===== config.mk =====
export PLATFORM = sky130hd
export DESIGN_NAME = dbg_bkpt_unit
export DESIGN_NICKNAME = d
export VERILOG_FILES = /design/src/rtl/dbg_bkpt_pkg.sv /design/src/rtl/dbg_bkpt_regs.sv /design/src/rtl/dbg_bkpt_slot.sv /design/src/rtl/dbg_bkpt_unit.sv
export SDC_FILE = /design/constraint.sdc
export NUM_CORES = 1
export LEC_CHECK = 0
export ABC_AREA = 1
export CORE_AREA = 2 2 213 256
export DETAILED_ROUTE_END_ITERATION = 8
export DIE_AREA = 0 0 215 258
export SETUP_SLACK_MARGIN = 0.15
export SLEW_MARGIN = 20
export SYNTH_ARGS = -nofsm -noshare
export SYNTH_HDL_FRONTEND = slang
export SYNTH_HIERARCHICAL = 1
export SYNTH_SLANG_ARGS = --single-unit

===== constraint.sdc =====
create_clock -name clk -period 3.9 [get_ports clk]
set_input_delay 0.39 -clock clk [delete_from_list [all_inputs] [get_ports clk]]
set_output_delay 0.39 -clock clk [all_outputs]
set_load 0.01 [all_outputs]

===== src/rtl/dbg_bkpt_pkg.sv =====
package dbg_bkpt_pkg;
  localparam int NSLOT   = 4;
  localparam int CW      = 32;
  localparam int SEL_W   = 3;
  localparam logic [SEL_W-1:0] SEL_CTRL = 3'd4;
  localparam logic [SEL_W-1:0] SEL_STAT = 3'd5;
  localparam logic [CW-1:0]    LOCAL_EN_MASK = 32'h0000_0055;

  typedef enum logic [1:0] {
    ACC_FETCH = 2'd0,
    ACC_READ  = 2'd1,
    ACC_WRITE = 2'd2
  } acc_kind_e;

  typedef enum logic [1:0] {
    WK_EXEC  = 2'b00,
    WK_WRITE = 2'b01,
    WK_IO    = 2'b10,
    WK_RDWR  = 2'b11
  } watch_kind_e;

  // byte count of a length code (non-monotonic encoding)
  function automatic logic [3:0] len_bytes(input logic [1:0] code);
    case (code)
      2'b00:   len_bytes = 4'd1;
      2'b01:   len_bytes = 4'd2;
      2'b11:   len_bytes = 4'd4;
      default: len_bytes = 4'd8;
    endcase
  endfunction
endpackage


===== src/rtl/dbg_bkpt_regs.sv =====
module dbg_bkpt_regs
  import dbg_bkpt_pkg::*;
#(
  parameter int AW = 32
) (
  input  logic                     clk,
  input  logic                     rst_n,
  input  logic                     wr_en,
  input  logic [SEL_W-1:0]         wr_sel,
  input  logic [CW-1:0]            wr_data,
  input  logic                     task_sw,
  input  logic [NSLOT-1:0]         hit,
  output logic [NSLOT-1:0][AW-1:0] base_q,
  output logic [CW-1:0]            ctrl_q,
  output logic [NSLOT-1:0]         stat_q
);
  logic [CW-1:0]    ctrl_nx;
  logic [NSLOT-1:0] stat_nx;

  always_comb begin
    ctrl_nx = (wr_en && wr_sel == SEL_CTRL) ? wr_data : ctrl_q;
    if (task_sw) ctrl_nx = ctrl_nx & ~LOCAL_EN_MASK;
    stat_nx = (wr_en && wr_sel == SEL_STAT) ? wr_data[NSLOT-1:0] : stat_q;
    stat_nx = stat_nx | hit;
  end

  always_ff @(posedge clk or negedge rst_n) begin
    if (!rst_n) begin
      ctrl_q <= '0;
      stat_q <= '0;
    end else begin
      ctrl_q <= ctrl_nx;
      stat_q <= stat_nx;
    end
  end

  for (genvar s = 0; s < NSLOT; s++) begin : g_base
    always_ff @(posedge clk or negedge rst_n) begin
      if (!rst_n)
        base_q[s] <= '0;
      else if (wr_en && wr_sel == SEL_W'(s))
        base_q[s] <= AW'(wr_data);
    end
  end
endmodule


===== src/rtl/dbg_bkpt_slot.sv =====
module dbg_bkpt_slot
  import dbg_bkpt_pkg::*;
#(
  parameter int AW = 32
) (
  input  logic [AW-1:0] base,
  input  logic [1:0]    en,
  input  logic [1:0]    kind,
  input  logic [1:0]    len,
  input  logic          acc_valid,
  input  logic [1:0]    acc_kind,
  input  logic [AW-1:0] acc_addr,
  input  logic [1:0]    acc_size,
  output logic          hit
);
  localparam int XW = AW + 1;

  logic [XW-1:0] w_lo, w_hi, a_lo, a_hi;
  logic [AW-1:0] w_mask;
  logic [3:0]    a_bytes;
  logic          kind_ok;

  always_comb begin
    w_mask  = AW'(len_bytes(len)) - AW'(1);
    w_lo    = {1'b0, base & ~w_mask};
    w_hi    = w_lo + XW'(w_mask);
    a_bytes = 4'd1 << acc_size;
    a_lo    = {1'b0, acc_addr};
    a_hi    = a_lo + XW'(a_bytes) - XW'(1);
    case (watch_kind_e'(kind))
      WK_EXEC:  kind_ok = (acc_kind == ACC_FETCH);
      WK_WRITE: kind_ok = (acc_kind == ACC_WRITE);
      WK_RDWR:  kind_ok = (acc_kind == ACC_READ) || (acc_kind == ACC_WRITE);
      default:  kind_ok = 1'b0;
    endcase
    hit = acc_valid && (|en) && kind_ok && (a_lo <= w_hi) && (w_lo <= a_hi);
  end
endmodule


===== src/rtl/dbg_bkpt_unit.sv =====
module dbg_bkpt_unit
  import dbg_bkpt_pkg::*;
#(
  parameter int AW = 32
) (
  input  logic             clk,
  input  logic             rst_n,
  input  logic             cfg_wr_en,
  input  logic [2:0]       cfg_wr_sel,
  input  logic [31:0]      cfg_wr_data,
  input  logic             task_switch,
  input  logic             acc_valid,
  input  logic [1:0]       acc_kind,
  input  logic [AW-1:0]    acc_addr,
  input  logic [1:0]       acc_size,
  output logic [31:0]      ctrl_q,
  output logic [3:0]       stat_q,
  output logic             dbg_req
);
  logic [NSLOT-1:0][AW-1:0] base_q;
  logic [NSLOT-1:0]         hit;

  dbg_bkpt_regs #(.AW(AW)) u_regs (
    .clk     (clk),
    .rst_n   (rst_n),
    .wr_en   (cfg_wr_en),
    .wr_sel  (cfg_wr_sel),
    .wr_data (cfg_wr_data),
    .task_sw (task_switch),
    .hit     (hit),
    .base_q  (base_q),
    .ctrl_q  (ctrl_q),
    .stat_q  (stat_q)
  );

  for (genvar s = 0; s < NSLOT; s++) begin : g_slot
    dbg_bkpt_slot #(.AW(AW)) u_slot (
      .base      (base_q[s]),
      .en        (ctrl_q[2*s+1 -: 2]),
      .kind      (ctrl_q[16+4*s +: 2]),
      .len       (ctrl_q[18+4*s +: 2]),
      .acc_valid (acc_valid),
      .acc_kind  (acc_kind),
      .acc_addr  (acc_addr),
      .acc_size  (acc_size),
      .hit       (hit[s])
    );
  end

  always_ff @(posedge clk or negedge rst_n) begin
    if (!rst_n) dbg_req <= 1'b0;
    else        dbg_req <= |hit;
  end
endmodule


==> results_dict.tcl <==
set metrics [dict create \
    status "finished with violations" \
    violations "negative hold slack" \
    synthArstFlopShare_pct 100 \
    path_clk_slew_ps 70 \
    synth_nets 4064 \
    syn_area_um2 23600 \
    worst-slew-pin-transition_ps 835 \
    fin_skew_ps 7.69 \
    maxCapViolCount 0 \
    hpwl_um 74000 \
    endpoint_kind "flop" \
    worst_ir_drop_vdd_mv 0.293 \
    port_buffers 112 \
    core_area_um2 53300 \
    synth_top_area_share_pct 21.8 \
    grt.overflow.total 0 \
    fp.dieW_um 215 \
    seq_area_um2 4130 \
    fin_util_pct 59.1 \
    ys_seq_area_share_pct 17.5 \
    synth_common_cells "896 x nand2_1, 526 x inv_1, 412 x ha_1, 389 x nor2_1, 260 x a21oi_1" \
    drc 0 \
    ys_warn_count 6 \
    rsz0062_at_grt "true" \
    fmax_mhz 261 \
    synth-edff-count 0 \
    finalHoldViolations 14 \
    hold_ws_ps -44.9 \
    period_minus_slack_ps 3820 \
    ant_nets 0 \
    crit_required_ps 4250 \
    cts_sinks 165 \
    cts_hold_buf 0 \
    cts_max_path_buffers 2 \
    cts_root_buffer "clkbuf_16" \
    worstSetupStartpointType "input pin" \
    total_power_mw 11.3 \
    report.final.slew_viol_count 0 \
    cp_slowest_cell "fa_2" \
    p_leak_nw 16.7 \
    fillers 5255 \
    tritoncts "yes" \
    arrival_ps 4170 \
    synthFlopType "dfrtp_1" \
    place_inst 4853 \
    instances_no_fill 4920 \
    post_drt_wl_per_cell_um 18.3 \
    crit_top_cell "nand2_1" \
    critPathMaxFanout 4 \
    multi_input_area_um2 17900 \
    die-area_um2 55500 \
    ys_types 57 \
    wirelength_um 90100 \
    avgSynthCellArea_um2 6.61 \
    gp_congestion 0.997 \
    grt_usage_pct 31.9 \
    io_pins 113 \
    worstSetupPathType "in2reg" \
    finalInstanceArea_um2 31500 \
    antenna_found_initial 3 \
    grt_pass1_vias 24441 \
    htree_levels 4 \
    grt_pass1_wl_um 136000 \
    worstSkewPairLatency_ps 450 \
    synth_area_leader_cell "ha_1" \
    firstDrtPassIters 6 \
    area_growth_pct 33.3 \
    grt_max_degree 78 \
    powerDensity_nw_per_um2 359 \
    numCtsBuffers 17 \
    relSlewSlack_pct 43.9 \
    placed_area_um2 29800 \
    layout-drive-gt1-share_pct 20.1 \
    nNetsFinal 4686 \
    initial_core_util_pct 44.3 \
    setup_viol 0 \
    synthMostInstantiatedCell "nand2_1" \
    worst_path_largest_cell_delay_ps 360 \
    die_y_um 258 \
    synthCells 3572 \
    ys_top_cells_by_area "ha_1 22%, dfrtp_1 17%, nand2_1 14%" \
    min_path_type "in2async" \
    synth_seq_cells 165 \
    fp-row-count 93 \
    drt_iter0_markers 2314 \
    routed_via_density 5.26 \
    r2r_cells 20 \
    vias 25894 \
    fin_crit_sh_pct 98.1 \
]
[stage by stage]
stage	setup TNS (ps)	hold WS [ps]	setup slack (ps)
2_1_floorplan	0	94.4	228
3_3_place_gp	-4390	455	-993
3_5_place_dp	-4600	458	-1000
4_1_cts	0	10.2	88.5
5_1_grt	-713	18.4	-165
6_report	0	-44.9	75.2
[report_power, final]
part	switching, mW	internal, mW
Combinational	3.90	3.08
Clock	0.813	1.05
Sequential	0.417	2.04
[final timing paths]
| kind | slack, ps | endpoint | startpoint |
|---|---|---|---|
| max in group asynchronous | 3110 | u_regs/base_q[17] | rst_n |
| worst min-delay path | -40 | u_regs/base_q[36] | rst_n |
| worst max-delay path | 80 | dbg_req | acc_size[1] |
| worst max register to register | 560 | dbg_req | u_regs/ctrl_q[18] |
| min in group clk | 470 | u_regs/base_q[66] | u_regs/base_q[66] |
| worst min register to register | 470 | u_regs/base_q[66] | u_regs/base_q[66] |
[registers in the layout (all words and copies together) (netlist names)]
name / flops
dbg_req: 1
u_regs/base_q: 128
u_regs/ctrl_q: 32
u_regs/stat_q: 4
[cell usage in the layout, fill, tap and decap left out, types with 6 or more instances in the layout]
cell type	instances
nand2_1	861
inv_1	508
buf_4	486
ha_1	395
nor2_1	384
a21oi_1	235
dfrtp_1	165
nand3_1	127
nand4_1	117
clkdlybuf4s50_1	105
o21ai_0	101
xor2_1	85
xnor2_1	74
nand2_2	49
nor3_1	49
buf_12	45
o21ai_1	42
a21oi_2	31
inv_2	28
buf_6	22
nor2_4	20
a21o_1	20
clkbuf_16	17
nand3_2	17
o21a_1	17
ha_4	15
nor4_1	13
nor2_2	11
o211ai_1	10
o21bai_1	9
nand2_4	8
xnor2_2	8
a31oi_1	8
nor4_2	7
nand3b_1	7
o221ai_1	7
o21ai_2	6
o211ai_2	6
nor3_2	6
[final cells by class]
type	instances	share of cell area (%)
clock buffer	18	1.39
multi-input combinational	2804	56.8
sequential	165	13.1
timing repair buffer	665	18.8
antenna	1	0.00795
inverter	541	6.48
clock inverter	14	0.620
tap	712	2.83
[what timing repair did]
action,4_1_cts,5_1_grt
pin swaps,100,82
buffers inserted,25,9
setup endpoints to repair,5,5
gates resized for setup,141,72
[kinds of logic after synthesis]
family                     Yosys count  synth area share, %
and+or+nand+nor                   1690                 31.0
buffers and inverters              603                 9.95
AOI/OAI and AO/OA                  523                 13.0
adders and majority gates          416                 22.2
xor gates and xnor gates           171                 6.34
DFF                                165                 17.5
other                                4               0.0635
[routing by layer]
layer / up-vias / track usage, % / share of wire, %
met5: - / 0 / 0
met4: 0 / 17.1 / 6.1
met3: 182 / 4.02 / 7.7
met2: 876 / 50.0 / 43
met1: 11850 / 42.8 / 43
li1: 12986 / - / -
[critical path, delay by kind of cell]
kind	cells	cell delay, ps
buffers and inverters	5	460
AOI/OAI and AO/OA	2	210
xor gates and xnor gates	1	80
adders and majority gates	4	1090
and+or+nand+nor	23	1920
Power figures use the tool's default switching activity.
